### src/rtl/adt_pkg.sv
package adt_pkg;

  typedef enum logic [2:0] {
    ST_START = 3'd0,
    ST_ON_HI = 3'd1,
    ST_ON_LO = 3'd2,
    ST_DEAD  = 3'd3,
    ST_HALT  = 3'd4
  } adt_state_e;

  typedef enum logic [1:0] {
    POL_RIDE   = 2'b00,
    POL_LATCH  = 2'b01,
    POL_RETRY  = 2'b10,
    POL_RETRY2 = 2'b11
  } adt_policy_e;

  // Index of each slew flag inside the flag vector.
  localparam int FLAG_TO_LO = 0;
  localparam int FLAG_TO_HI = 1;
  localparam int NUM_FLAGS  = 2;

  function automatic logic policy_raises(input adt_policy_e p);
    return p != POL_RIDE;
  endfunction

  function automatic logic policy_retries(input adt_policy_e p);
    return (p == POL_RETRY) || (p == POL_RETRY2);
  endfunction

endpackage

### src/rtl/adt_edge_sense.sv
module adt_edge_sense #(
  parameter int NUM = 2
) (
  input  logic           clk,
  input  logic           rst_n,
  input  logic [NUM-1:0] level,
  output logic [NUM-1:0] rise
);

  for (genvar g = 0; g < NUM; g++) begin : g_bit
    logic prev_q;

    always_ff @(posedge clk or negedge rst_n) begin
      if (!rst_n) prev_q <= 1'b0;
      else        prev_q <= level[g];
    end

    assign rise[g] = level[g] & ~prev_q;

    // A reported edge must come from a low level in the previous cycle
    AST_RISE_NEEDS_LOW: assert property (@(posedge clk) disable iff (!rst_n)
      rise[g] |-> !$past(level[g]));
  end

endmodule

### src/rtl/adt_fault_policy.sv
module adt_fault_policy
  import adt_pkg::*;
#(
  parameter int N_THRESH = 3
) (
  input  logic        clk,
  input  logic        rst_n,
  input  adt_policy_e policy,
  input  logic        count_en,
  input  logic        fault_clr,
  input  logic        timeout_ev,
  input  logic        valid_end,
  output logic        halt_now,
  output logic        dt_fault
);

  localparam int CW = (N_THRESH < 2) ? 1 : $clog2(N_THRESH + 1);
  localparam logic [CW-1:0] LAST_CNT = CW'(N_THRESH - 1);

  logic [CW-1:0] cnt_q;
  logic          fault_q;
  logic          raises;
  logic          confirm;

  assign raises   = policy_raises(policy);
  assign confirm  = !count_en || (cnt_q >= LAST_CNT);
  assign halt_now = timeout_ev && raises && confirm;
  assign dt_fault = fault_q;

  always_ff @(posedge clk or negedge rst_n) begin
    if (!rst_n) begin
      cnt_q   <= '0;
      fault_q <= 1'b0;
    end else if (fault_clr) begin
      cnt_q   <= '0;
      fault_q <= 1'b0;
    end else if (valid_end) begin
      cnt_q   <= '0;
    end else if (timeout_ev && raises) begin
      if (confirm) begin
        cnt_q   <= '0;
        fault_q <= 1'b1;
      end else begin
        cnt_q   <= cnt_q + CW'(1);
      end
    end
  end

  AST_FAULT_STICKY: assert property (@(posedge clk) disable iff (!rst_n)
    $past(fault_q) && !$past(fault_clr) |-> fault_q);

  AST_RIDE_NO_FAULT: assert property (@(posedge clk) disable iff (!rst_n)
    $past(policy == POL_RIDE) && !$past(fault_q) |-> !fault_q);

  AST_COUNT_BELOW_LIMIT: assert property (@(posedge clk) disable iff (!rst_n)
    cnt_q < CW'(N_THRESH));

  AST_SUCCESS_CLEARS: assert property (@(posedge clk) disable iff (!rst_n)
    $past(valid_end) |-> cnt_q == '0);

endmodule

### src/rtl/adt_phase_fsm.sv
module adt_phase_fsm
  import adt_pkg::*;
#(
  parameter int DT_MAX     = 16,
  parameter int REC_CYCLES = 40
) (
  input  logic                 clk,
  input  logic                 rst_n,
  input  logic                 phase_req,
  input  logic                 fixed_mode,
  input  logic                 auto_mode,
  input  logic                 fault_clr,
  input  logic [NUM_FLAGS-1:0] rise,
  input  logic                 halt_now,
  output logic                 timeout_ev,
  output logic                 valid_end,
  output logic                 drv_hi,
  output logic                 drv_lo,
  output logic                 dt_timeout
);

  localparam int TW = $clog2(DT_MAX + 1);
  localparam int RW = $clog2(REC_CYCLES + 1);
  localparam logic [TW-1:0] T_LAST = TW'(DT_MAX - 1);
  localparam logic [RW-1:0] R_LAST = RW'(REC_CYCLES - 1);

  adt_state_e    st_q, st_d;
  logic [TW-1:0] tmr_q, tmr_d;
  logic [RW-1:0] rec_q, rec_d;
  logic          tgt_q, tgt_d;    // 1: next side is upper
  logic          hi_q, lo_q, to_q;
  logic          tmr_last;
  logic          exp_rise;
  logic          expire;

  assign tmr_last   = (tmr_q == T_LAST);
  assign exp_rise   = tgt_q ? rise[FLAG_TO_HI] : rise[FLAG_TO_LO];
  assign valid_end  = (st_q == ST_DEAD) && !fixed_mode && exp_rise;
  assign expire     = (st_q == ST_DEAD) && tmr_last && !valid_end;
  assign timeout_ev = expire && !fixed_mode;

  always_comb begin
    st_d  = st_q;
    tmr_d = tmr_q;
    rec_d = rec_q;
    tgt_d = tgt_q;
    unique case (st_q)
      ST_START: begin
        if (tmr_last) begin
          st_d  = phase_req ? ST_ON_HI : ST_ON_LO;
          tmr_d = '0;
        end else begin
          tmr_d = tmr_q + TW'(1);
        end
      end
      ST_ON_HI: begin
        if (!phase_req) begin
          st_d  = ST_DEAD;
          tgt_d = 1'b0;
          tmr_d = '0;
        end
      end
      ST_ON_LO: begin
        if (phase_req) begin
          st_d  = ST_DEAD;
          tgt_d = 1'b1;
          tmr_d = '0;
        end
      end
      ST_DEAD: begin
        if (valid_end || (expire && !halt_now)) begin
          st_d  = tgt_q ? ST_ON_HI : ST_ON_LO;
          tmr_d = '0;
        end else if (expire) begin
          st_d  = ST_HALT;
          rec_d = '0;
          tmr_d = '0;
        end else begin
          tmr_d = tmr_q + TW'(1);
        end
      end
      ST_HALT: begin
        if (fault_clr || (auto_mode && rec_q == R_LAST)) begin
          st_d  = ST_START;
          tmr_d = '0;
        end else if (auto_mode) begin
          rec_d = rec_q + RW'(1);
        end
      end
      default: begin
        st_d  = ST_START;
        tmr_d = '0;
      end
    endcase
  end

  always_ff @(posedge clk or negedge rst_n) begin
    if (!rst_n) begin
      st_q  <= ST_START;
      tmr_q <= '0;
      rec_q <= '0;
      tgt_q <= 1'b0;
      hi_q  <= 1'b0;
      lo_q  <= 1'b0;
      to_q  <= 1'b0;
    end else begin
      st_q  <= st_d;
      tmr_q <= tmr_d;
      rec_q <= rec_d;
      tgt_q <= tgt_d;
      hi_q  <= (st_d == ST_ON_HI);
      lo_q  <= (st_d == ST_ON_LO);
      to_q  <= timeout_ev;
    end
  end

  assign drv_hi     = hi_q;
  assign drv_lo     = lo_q;
  assign dt_timeout = to_q;

  AST_NO_OVERLAP: assert property (@(posedge clk) disable iff (!rst_n)
    !(hi_q && lo_q));

  AST_HI_BREAK_FIRST: assert property (@(posedge clk) disable iff (!rst_n)
    $past(hi_q) |-> !lo_q);

  AST_LO_BREAK_FIRST: assert property (@(posedge clk) disable iff (!rst_n)
    $past(lo_q) |-> !hi_q);

  AST_FIXED_NO_TIMEOUT: assert property (@(posedge clk) disable iff (!rst_n)
    $past(fixed_mode) |-> !to_q);

  AST_HALT_DRIVERS_OFF: assert property (@(posedge clk) disable iff (!rst_n)
    (st_q == ST_HALT) |-> (!hi_q && !lo_q));

  AST_TIMEOUT_ENDS_DEAD: assert property (@(posedge clk) disable iff (!rst_n)
    to_q |-> st_q != ST_DEAD);

endmodule

### src/rtl/adt_bridge_ctrl.sv
module adt_bridge_ctrl
  import adt_pkg::*;
#(
  parameter int DT_MAX     = 16,
  parameter int N_THRESH   = 3,
  parameter int REC_CYCLES = 40
) (
  input  logic       clk,
  input  logic       rst_n,
  input  logic       phase_req,
  input  logic       sw_fall_done,
  input  logic       sw_rise_done,
  input  logic       fixed_mode,
  input  logic [1:0] fault_policy,
  input  logic       count_en,
  input  logic       fault_clr,
  output logic       drv_hi,
  output logic       drv_lo,
  output logic       dt_timeout,
  output logic       dt_fault
);

  adt_policy_e          pol;
  logic [NUM_FLAGS-1:0] flags;
  logic [NUM_FLAGS-1:0] rise;
  logic                 timeout_ev;
  logic                 valid_end;
  logic                 halt_now;

  assign pol               = adt_policy_e'(fault_policy);
  assign flags[FLAG_TO_LO] = sw_fall_done;
  assign flags[FLAG_TO_HI] = sw_rise_done;

  adt_edge_sense #(.NUM(NUM_FLAGS)) u_edges (
    .clk   (clk),
    .rst_n (rst_n),
    .level (flags),
    .rise  (rise)
  );

  adt_fault_policy #(.N_THRESH(N_THRESH)) u_policy (
    .clk        (clk),
    .rst_n      (rst_n),
    .policy     (pol),
    .count_en   (count_en),
    .fault_clr  (fault_clr),
    .timeout_ev (timeout_ev),
    .valid_end  (valid_end),
    .halt_now   (halt_now),
    .dt_fault   (dt_fault)
  );

  adt_phase_fsm #(.DT_MAX(DT_MAX), .REC_CYCLES(REC_CYCLES)) u_fsm (
    .clk        (clk),
    .rst_n      (rst_n),
    .phase_req  (phase_req),
    .fixed_mode (fixed_mode),
    .auto_mode  (policy_retries(pol)),
    .fault_clr  (fault_clr),
    .rise       (rise),
    .halt_now   (halt_now),
    .timeout_ev (timeout_ev),
    .valid_end  (valid_end),
    .drv_hi     (drv_hi),
    .drv_lo     (drv_lo),
    .dt_timeout (dt_timeout)
  );

  AST_FAULT_ONLY_AFTER_TIMEOUT: assert property (@(posedge clk) disable iff (!rst_n)
    $rose(dt_fault) |-> dt_timeout);

endmodule

### config.mk
export PLATFORM = sky130hd
export DESIGN_NAME = adt_bridge_ctrl
export DESIGN_NICKNAME = d
export VERILOG_FILES = /design/src/rtl/adt_pkg.sv /design/src/rtl/adt_edge_sense.sv /design/src/rtl/adt_fault_policy.sv /design/src/rtl/adt_phase_fsm.sv /design/src/rtl/adt_bridge_ctrl.sv
export SDC_FILE = /design/constraint.sdc
export NUM_CORES = 1
export LEC_CHECK = 0
export BUFFER_PORTS_ARGS = -buffer_cell sky130_fd_sc_hd__clkbuf_2
export CAP_MARGIN = 10
export CORE_MARGIN = 8
export CORE_UTILIZATION = 56
export CTS_CLUSTER_SIZE = 25
export DETAILED_ROUTE_END_ITERATION = 16
export PLACE_DENSITY_LB_ADDON = 0.1
export SLEW_MARGIN = 20
export SYNTH_ARGS = -nofsm -noshare
export SYNTH_HDL_FRONTEND = slang
export SYNTH_SLANG_ARGS = --single-unit
### constraint.sdc
create_clock -name clk -period 2.7 [get_ports clk]
set_input_delay 0.135 -clock clk [delete_from_list [all_inputs] [get_ports clk]]
set_output_delay 0.135 -clock clk [all_outputs]
set_load 0.02 [all_outputs]
Word level (Yosys, flattened, before mapping)
Cells that the tools add are included.

Bitwise gates (word level): 4. Order comparisons: 1. Add/subtract/negate cells: 3. Multiplexer cells: 33. Equality and inequality tests: 18. Reduce and logical (&&, ||, !) cells: 28.

Operator list (number): 5-bit 2-to-1 mux (6); 5-bit one-hot mux with 5 select lines (1); 6-bit 2-to-1 mux (4); 3-bit 2-to-1 mux (6); 3-bit one-hot mux with 5 select lines (1); 2-bit 2-to-1 mux (6); 6-bit one-hot mux with 2 select lines (1); 2-bit != test, second input constant (5); 2-bit nonzero test (5); 3-bit by 2-bit equality test with 1-bit output, second input constant (3); 1-bit logical AND (9); 3-bit AND reduction (3); 1-bit 2-to-1 mux (7); 6-bit by 1-bit adder with 6-bit output, second input constant (1); 3-bit by 1-bit equality test with 1-bit output, second input constant (2); 6-bit equality test, second input constant (1); 2-bit by 1-bit != test with 1-bit output, second input constant (3); 5-bit by 1-bit adder with 5-bit output, second input constant (1); 5-bit by 4-bit equality test with 1-bit output, second input constant (1); 5-bit AND reduction (1); 2-bit equality test, second input constant (2); 1-bit zero test (4); 1-bit logical OR (4); 3-bit equality test, second input constant (1); 7 further kinds (9).

Input port bits: 10. Flip-flop bits (word level): 23. Word-level logic and storage cells: 98. Output and inout bits: 4.

Depth between registers and ports, before layout
Gate-level depths: netlist of the first run.

Word-level depth: 15. Gate-level depth with buffers: 7. Gate-level depth less buffers: 7.

By module
A second synthesis of the first run with hierarchy kept.

Cell total of the unflattened synthesis: 135. Area total of the unflattened synthesis: 1313.8 µm².

By module, submodules not included: adt_phase_fsm (cells each 112, instances 1, area an instance 1068.5 µm²); adt_fault_policy (cells each 18, instances 1, area an instance 163.9 µm²); adt_edge_sense (cells each 4, instances 1, area an instance 77.6 µm²); adt_bridge_ctrl (cells each 1, instances 1, area an instance 3.8 µm²).

Least setup slack after synthesis of the first run
OpenSTA, ideal clock, no wires.

Path type: reg2reg. Start point: reg u_fsm.tmr_q[0]. End point: reg u_fsm.st_q[1]. Stages on the path, launching flop included: 8. Data arrival time: 1748 ps. Path slack: 825 ps. Buffers on the path: 0. Setup time: 127 ps. Required time: 2573 ps. Period minus slack after synthesis: 1875 ps. Path through: dfrtp_1 ha_1 and3_1 ha_1 nor2b_1 o211ai_1 o211a_1 or2_2.

Longest elaborated chain between the ends: 11. Elaborated cells between the ends (all ways): 13. Classes of those cells: eq/ne: 1; mux: 4; reduce/logical: 8.

RTL lines: start, declared (RTL line adt_phase_fsm.sv:28) `logic [TW-1:0] tmr_q, tmr_d;`; start signal, assigned (RTL line adt_phase_fsm.sv:108) `tmr_q <= tmr_d;`; 5-bit by 4-bit equality test with 1-bit output (*) (RTL line adt_phase_fsm.sv:36) `assign tmr_last = (tmr_q == T_LAST);`; 1-bit logical AND (2 in a row) (RTL line adt_phase_fsm.sv:39) `assign expire = (st_q == ST_DEAD) && tmr_last && !valid_end;`; 1-bit logical AND (RTL line adt_phase_fsm.sv:40) `assign timeout_ev = expire && !fixed_mode;`; 1-bit logical AND (2 in a row) (RTL line adt_fault_policy.sv:27) `assign halt_now = timeout_ev && raises && confirm;`; 1-bit zero test (RTL line adt_phase_fsm.sv:71) `if (valid_end || (expire && !halt_now)) begin`; 1-bit logical AND (RTL line adt_phase_fsm.sv:71); 1-bit logical OR (RTL line adt_phase_fsm.sv:71); 3-bit 2-to-1 mux (RTL line adt_phase_fsm.sv:71); 3-bit one-hot mux with 5 select lines (*) (RTL line adt_phase_fsm.sv:47) `unique case (st_q)`; named net u_fsm.st_d[1] (RTL line adt_phase_fsm.sv:27) `adt_state_e st_q, st_d;`; end signal, assigned (RTL line adt_phase_fsm.sv:107) `st_q <= st_d;`; end, declared (RTL line adt_phase_fsm.sv:27).

Mark *: on every way through the listed nets, which the timed path passes. The rest lies on a longest branch. A chain may end at the register's enable or synchronous reset.

Worst setup path after layout of the first run
Start point: reg u_fsm.tmr_q[0]. End point: reg u_fsm.rec_q[1].

Longest elaborated chain between the ends: 11. Elaborated cells between the ends (all ways): 12. Classes of those cells: eq/ne: 3; reduce/logical: 9.

RTL lines: 5-bit by 4-bit equality test with 1-bit output (*) (RTL line adt_phase_fsm.sv:36); 1-bit logical AND (*) (2 in a row) (RTL line adt_phase_fsm.sv:39); 1-bit logical AND (RTL line adt_phase_fsm.sv:40); 1-bit logical AND (2 in a row) (RTL line adt_fault_policy.sv:27); 1-bit zero test (RTL line adt_phase_fsm.sv:71); 1-bit logical AND (RTL line adt_phase_fsm.sv:71); 1-bit logical OR (RTL line adt_phase_fsm.sv:71); 2-bit != test (no line); 5-bit AND reduction (no line) (*); end signal, assigned (RTL line adt_phase_fsm.sv:109) `rec_q <= rec_d;`; end, declared (RTL line adt_phase_fsm.sv:29) `logic [RW-1:0] rec_q, rec_d;`.

Mark *: on every way between the ends. The rest lies on a longest branch, timed or not.

==> metrics.md, run 1 <==
| Metric | Value |
|---|---|
| Worst-path fanout max | 7 |
| Clock latency on the worst-skew pair | around 0.30 ns |
| Initial Util | 0.581 |
| Final ANT Viol Nets | 0 |
| # rows | 17 |
| Synth Flop Type | dfrtp_1 |
| Syn_area_per_cell | between 10 and 15 um^2 |
| Drt first pass iters | 4 |
| Largest net degree at the start of global routing | 24 |
| Number of global-route vias before repair | 1044 |
| H-Tree Level Count | 1 |
| I/O Buffers | 13 |
| CTS Root Cell | clkbuf_4 |
| Delay-heaviest family, CP | simple AND/OR/NAND/NOR gates |
| Pwr/cell area | roughly 650 nW/um^2 |
| Synth Net Count | 137 |
| Async set-reset flop share out of synthesis | 1.00 |
| Most frequent cells in the layout | dfrtp_1 (23), clkbuf_2 (13), nor2_1 (10) |
| Hold crit path type | in -> reg |
| Final Skew | 0.00289 ns |
| Area of the mapped netlist | 1260 um^2 |
| Fmax | about 450 MHz |
| Routability congestion estimate | 0.893 |
| Simple-Gate Fraction of Synth Area | 0.220 |
| Compound-Gate Fraction of Synth Area | 0.200 |
| Synth top area cells | dfrtp_1 (46%), ha_1 (5.0%), nor2_1 (3.0%), xor2_1 (2.8%), inv_1 (2.4%) |
| Die area | 4020 um^2 |
| Stages on the worst setup path | 7 |
| Synth cell types | 47 |
| Tcrit/Tclk final | 0.815 |
| Warnings from Yosys | 0 |
| Setup TNS | 0 ns |
| Slew at the pin closest to its max-slew limit | 0.635 ns |
| Sw Ratio | 0.350 |
| Total GRT Usage | 0.134 |
| XOR/XNOR Fraction of Synth Area | 0.0278 |
| Required @ worst endpoint | 2.87 ns |
| Ports | 14 |
| Final nets | 155 |
| Total design power | 0.915 mW |
| Number of synthesized flops with an enable pin | 0 |
| Synthesized-area fraction occupied by adder cells | 0.0497 |
| Postcts setup bufs | 0 |
| Routed WL per cell | about 15 um |
| Die Wd | roughly 63 um |
| Final Hold Viols | 0 |
| Drt drc | 0 |
| Global-route wire length before repair | 4.45 mm |
| Clk pwr share | 0.167 |
| Max_cap viols | 0 |
| CTS tree | built |
| Post-layout util | 0.646 |
| RR Startpoint | u_fsm.tmr_q[0] |
| Startpoint types | register |
| Global route overflow | 0 |
| P_leak | 0.659 nW |
| Crit path kind | reg -> reg |
| FF+latch count, synth | 23 |
| Initial antenna violation count | 0 |
| DIE HEIGHT | 63.4 um |
| CP max stage delay | roughly 0.4 ns |
| Power Internal | slightly below 0.6 mW |
| Critical Path End | u_fsm.rec_q[1] |
| CP max-delay cell | nor2_1 |
| Core Region | 2170 um^2 |
| R2R setup slack | 0.50 ns |
| Worst Path Arrival | 2.37 ns |
| Routed WL | 2.49 mm |
| Area grow syn2layout | 11.2% |
| Num CTS Buffers | 3 |
| Post-synthesis mux area share | 0.00894 |
| Initial drt markers | 62 |
| Status | finished, final reports clean |
| Min Hold Slack | between 0.1 and 0.15 ns |
| Most frequent CP cell | ha_1 |
| Seq/Total Area, Yosys | 0.457 |
| Crit Reg-Reg Endpoint | u_fsm.rec_q[1] |
| # clock sinks | 23 |
| Share of layout cells above drive strength 1 | 0.187 |
| Via count | about 1000 |
| Crit-path cells | ha_1 > and3_1 > ha_1 > nor2b_1 > o211ai_1 > nor2_1 > o22ai_1 |
| Peak VDD IR | about 0.48 mV |
| Max_slew headroom | 0.575 |
| Bufs and invs on worst path | 0 |
| Syn Inst Count | ~120 |
| Synth area leader | dfrtp_1 |
| Clock Path Buffers | 2 |
| Main combinational cell family by area after synthesis | simple AND/OR/NAND/NOR gates |
| Worst Setup End Kind | register |
| Combinational Power Share | 0.330 |
| RSZ-0062 raised after global routing | false |
| Sw power | 0.321 mW |
| Antenna Cells | 0 |
| Routed vias/inst | roughly 6 |
| Crit path from | u_fsm.tmr_q[0] |
| Reg power frac | 0.503 |
| HPWL Detailed | 1.89 mm |
| Setup violations, final | 0 |
| Share of the synthesized area in the top cell type | 0.457 |
| Clock-pin slew on the worst setup and hold paths | 0.12 ns |
| FF-to-FF path depth | 7 |
| Most common cell after layout, fill and taps aside | dfrtp_1 |
| Slew Viols, Final | 0 |
| Min Clock Period, post-route | 2.20 ns |
routing by layer:
| metal | routed length (um) | track usage | up-vias |
|---|---|---|---|
| met3 | 151 | 0.0300 | 2 |
| met1 | 1050 | 0.150 | 469 |
| met2 | 1270 | 0.231 | 36 |
| met5 | 0 | 0 | - |
| li1 | - | - | 497 |
| met4 | 20 | 0.0696 | 0 |
worst min path at each step:
| stage | start | endpoint | slack (ns) | cells past startpoint |
|---|---|---|---|---|
| floorplan | rst_n | u_edges.g_bit[0].prev_q | -0.16 | 0 |
| global placement | rst_n | u_fsm.rec_q[5] | 0.14 | 1 |
| detailed placement | rst_n | u_fsm.rec_q[4] | 0.15 | 1 |
| CTS | fault_clr | u_policy.dt_fault | 0.12 | 2 |
| global route | fault_clr | u_policy.dt_fault | 0.10 | 2 |
| finish | fault_clr | u_policy.dt_fault | 0.12 | 2 |
final cells by class:
class	instances	area, um^2
fill	193	768
sequential	23	576
clock inverter	1	5.00
multi-input combinational	88	638
timing repair buffer	16	95.1
tap	28	35.0
clock buffer	3	22.5
inverter	8	30.0
metrics by stage:
step / instances / worst slack (ns) / cell area, um^2
after floorplan: 122 / 0.825 / 1260
after global placement: 160 / 0.708 / 1340
after detailed placement: 160 / 0.538 / 1340
after CTS: 167 / 0.515 / 1400
after global routing: 167 / 0.299 / 1400
final: 167 / 0.500 / 1400
cells in the mapped netlist (2+ instances only):
master	n
nor3b_1	2
or2_2	2
inv_1	8
o2111ai_1	2
dfrtp_1	23
a21o_1	3
or4_1	2
o22ai_1	2
or3b_2	2
ha_1	5
xor2_1	4
nand2b_1	3
and3_1	2
a221o_1	2
nand4_1	2
nor3_1	3
nor4b_1	2
o211ai_1	4
o211a_1	2
o21ai_0	5
nor2_1	10
nand2_1	4
nor2b_1	2
a21oi_1	3
state kept, by name, summed over array words and instances, names as in the netlist:
register / count
u_policy.dt_fault: 1
u_edges.g_bit.prev_q: 2
u_fsm.drv_lo: 1
u_fsm.tgt_q: 1
u_fsm.dt_timeout: 1
u_policy.cnt_q: 2
u_fsm.rec_q: 6
u_fsm.drv_hi: 1
u_fsm.st_q: 3
u_fsm.tmr_q: 5
logic make-up after synthesis:
| logic type | count (synthesis) |
|---|---|
| compound gates | 33 |
| xor+xnor | 4 |
| fa+ha+maj | 5 |
| buf+inv | 11 |
| flops | 23 |
| mux | 1 |
| simple gates | 45 |
power groups by stage:
stage | Combinational, mW | Sequential [mW] | Clock [mW]
4_1_cts | 0.306 | 0.459 | 0.162
2_1_floorplan | 0.241 | 0.448 | 0
5_1_grt | 0.339 | 0.466 | 0.179
6_report | 0.302 | 0.461 | 0.152
3_5_place_dp | 0.301 | 0.465 | 0
3_3_place_gp | 0.290 | 0.462 | 0
what timing repair did:
action	in CTS	in global routing
hold buffers	3	0
gates resized for setup	0	0
endpoints found under the hold margin	25	0
(Power assumes the default switching activity.)
==> inputs of run 2 (changes only) <==
clock period = 2.2 ns   (was 2.7 ns; I/O delays follow)
==> metrics.md, run 2 (synthesis results as in run 1) <==
| Metric | Value |
|---|---|
| Initial antenna violation count | 0 (unchanged) |
| Clock-pin slew on the worst setup and hold paths | 0.13 ns (about the same) |
| Routed WL per cell | 14.5 um (-2.9%) |
| Worst Setup End Kind | register |
| Initial Util | 0.581 (unchanged) |
| DR WL met2 | 1.16 mm (-9.0%) |
| Clk pwr share | 0.174 (+0.007) |
| Routed vias/inst | 5.98 (-0.49%) |
| Antenna Cells | 0 (unchanged) |
| # rows | 17 (unchanged) |
| Ports | 14 (unchanged) |
| Startpoint types | register |
| Area grow syn2layout | 12.9% |
| I/O Buffers | 13 (unchanged) |
| Highest Signal Layer | met4 |
| Final ANT Viol Nets | 0 (unchanged) |
| Number of global-route vias before repair | 972 (-6.9%) |
| Setup TNS | 0 ns (unchanged) |
| CTS Root Cell | clkbuf_4 |
| Largest register FFs | 6 (unchanged) |
| Fmax | 489 MHz (+7.6%) |
| Final Skew | 0.0101 ns (+0.00718 ns) |
| Die area | 4020 um^2 (unchanged) |
| Largest net degree at the start of global routing | 24 (unchanged) |
| Slew at the pin closest to its max-slew limit | 0.569 ns (-0.0664 ns) |
| Routed WL | 2.47 mm (-1.2%) |
| HPWL Detailed | 1.89 mm (-0.29%) |
| Most frequent cells in the layout | dfrtp_1 (23), clkbuf_2 (13), nor2_1 (10) |
| # clock sinks | 23 (unchanged) |
| Min Clock Period, post-route | 2.05 ns (-0.155 ns) |
| Top reg by flops | u_fsm.rec_q |
| Hold crit path type | in -> reg |
| Peak VDD IR | 0.593 mV (+23%) |
| Worst Path Arrival | 2.29 ns (-0.08 ns) |
| Drt drc | 0 (unchanged) |
| Share of layout cells above drive strength 1 | 0.197 (+0.0101) |
| Combinational Power Share | 0.331 (about the same) |
| Drt first pass iters | 4 (unchanged) |
| Final Non-Filler Cells | 170 (+1.8%) |
| Clock Path Buffers | 2 (unchanged) |
| Post-layout util | 0.656 (+0.00980) |
| Reg power frac | 0.495 (-0.008) |
| Worst-path fanout max | 6 (-1) |
| Core Region | 2170 um^2 (unchanged) |
| P_leak | 0.672 nW (+2.0%) |
| Power Internal | 0.743 mW (+25%) |
| Setup violations, final | 0 (unchanged) |
| Slew Viols, Final | 0 (unchanged) |
| Required @ worst endpoint | 2.45 ns (-0.42 ns) |
| Global-route wire length before repair | 4.13 mm (-7.1%) |
| Routability congestion estimate | 0.858 (-3.9%) |
| Most common cell after layout, fill and taps aside | dfrtp_1 |
| Placed insts | 163 (+1.9%) |
| Max_slew headroom | 0.621 (+0.0454) |
| Pwr/cell area | 804 nW/um^2 (+23%) |
| Post-CTS sizing | 0 (unchanged) |
| Biggest regs | u_fsm.rec_q x6, u_fsm.tmr_q x5, u_fsm.st_q x3 |
| Initial drt markers | 37 (-40%) |
| RSZ-0062 raised after global routing | false |
| Max_cap viols | 0 (unchanged) |
| Met1 WL | 1.13 mm (+7.8%) |
| Via count | 1017 (+1.3%) |
| Clock latency on the worst-skew pair | 0.31 ns (about the same) |
| Sw Ratio | 0.350 (about the same) |
| Total design power | 1.14 mW (+25%) |
| H-Tree Level Count | 1 (unchanged) |
| Crit path kind | reg -> reg |
| Total GRT Usage | 0.126 (-0.00809) |
| Num CTS Buffers | 3 (unchanged) |
| Tcrit/Tclk final | 0.930 (+0.115) |
| Sw power | 0.400 mW (+25%) |
| Status | finished, final reports clean |
| Final nets | 158 (+1.9%) |
| Final Hold Viols | 0 (unchanged) |
| CTS tree | built |
| Die Wd | 63.4 um (unchanged) |
| DIE HEIGHT | 63.4 um (unchanged) |
| Global route overflow | 0 (unchanged) |
| Metal3 WL | 100 um (-34%) |
[run 2: cell types whose count changed in the layout (fill, tap and decap cells not counted), sizes merged]
| cell | change |
|---|---|
| clkbuf | +1 |
| buf | +3 |
| clkinv | -1 |
[run 2: metal layers]
layer | GRT usage | vias up
met5 | 0 | -
met2 | 0.195 | 21
met4 | 0.0780 | 0
li1 | - | 504
met1 | 0.153 | 486
met3 | 0.0300 | 6
[run 2: what timing repair did]
action / in CTS / in global routing
setup buffers: 0 / 0
hold buffers: 3 / 0
hold endpoints to repair: 25 / 0
[run 2: worst paths after layout]
| path | start | cells past startpoint | slack, ns | to |
|---|---|---|---|---|
| max | u_fsm.tmr_q[0] | 7 | 0.15 | u_fsm.drv_hi |
| max reg2reg | u_fsm.tmr_q[0] | 7 | 0.15 | u_fsm.drv_hi |
| min reg2reg | u_policy.dt_fault | 1 | 0.52 | u_policy.dt_fault |
| min | fault_clr | 2 | 0.1 | u_policy.dt_fault |
| max in group asynchronous | rst_n | 2 | 1.52 | u_fsm.tmr_q[2] |
| min in group asynchronous | rst_n | 2 | 0.30 | u_fsm.dt_timeout |
[run 2: power groups by stage]
stage,combinational [mW],clock [mW],sequential [mW]
global placement,0.370,0,0.570
floorplan,0.295,0,0.549
global route,0.422,0.211,0.573
CTS,0.381,0.205,0.564
detailed placement,0.376,0,0.573
finish,0.378,0.199,0.566
[run 2: per-stage QoR]
step	worst slack [ns]	instance area [um^2]	hold slack, ns
finish	0.155	1420	0.0992
global route	0.0183	1420	0.108
CTS	0.158	1420	0.0900
detailed placement	0.174	1370	0.133
global placement	0.158	1370	0.123
floorplan	0.325	1260	-0.186
[run 2: layout make-up]
type / instances / area, um^2
flip-flops and latches: 23 / 576
well taps: 28 / 35.0
clock buffers: 4 / 26.3
fillers: 179 / 747
inverters: 8 / 30.0
multi-input cells: 88 / 638
repair buffers: 19 / 118
[run 2: critical path, cell delays in order, from the launching register on]
cell	delay, ns
dfrtp_1	0.42
ha_1	0.22
and3_1	0.20
ha_1	0.19
buf_4	0.16
nor3_1	0.36
o221ai_1	0.23
a21oi_1	0.20
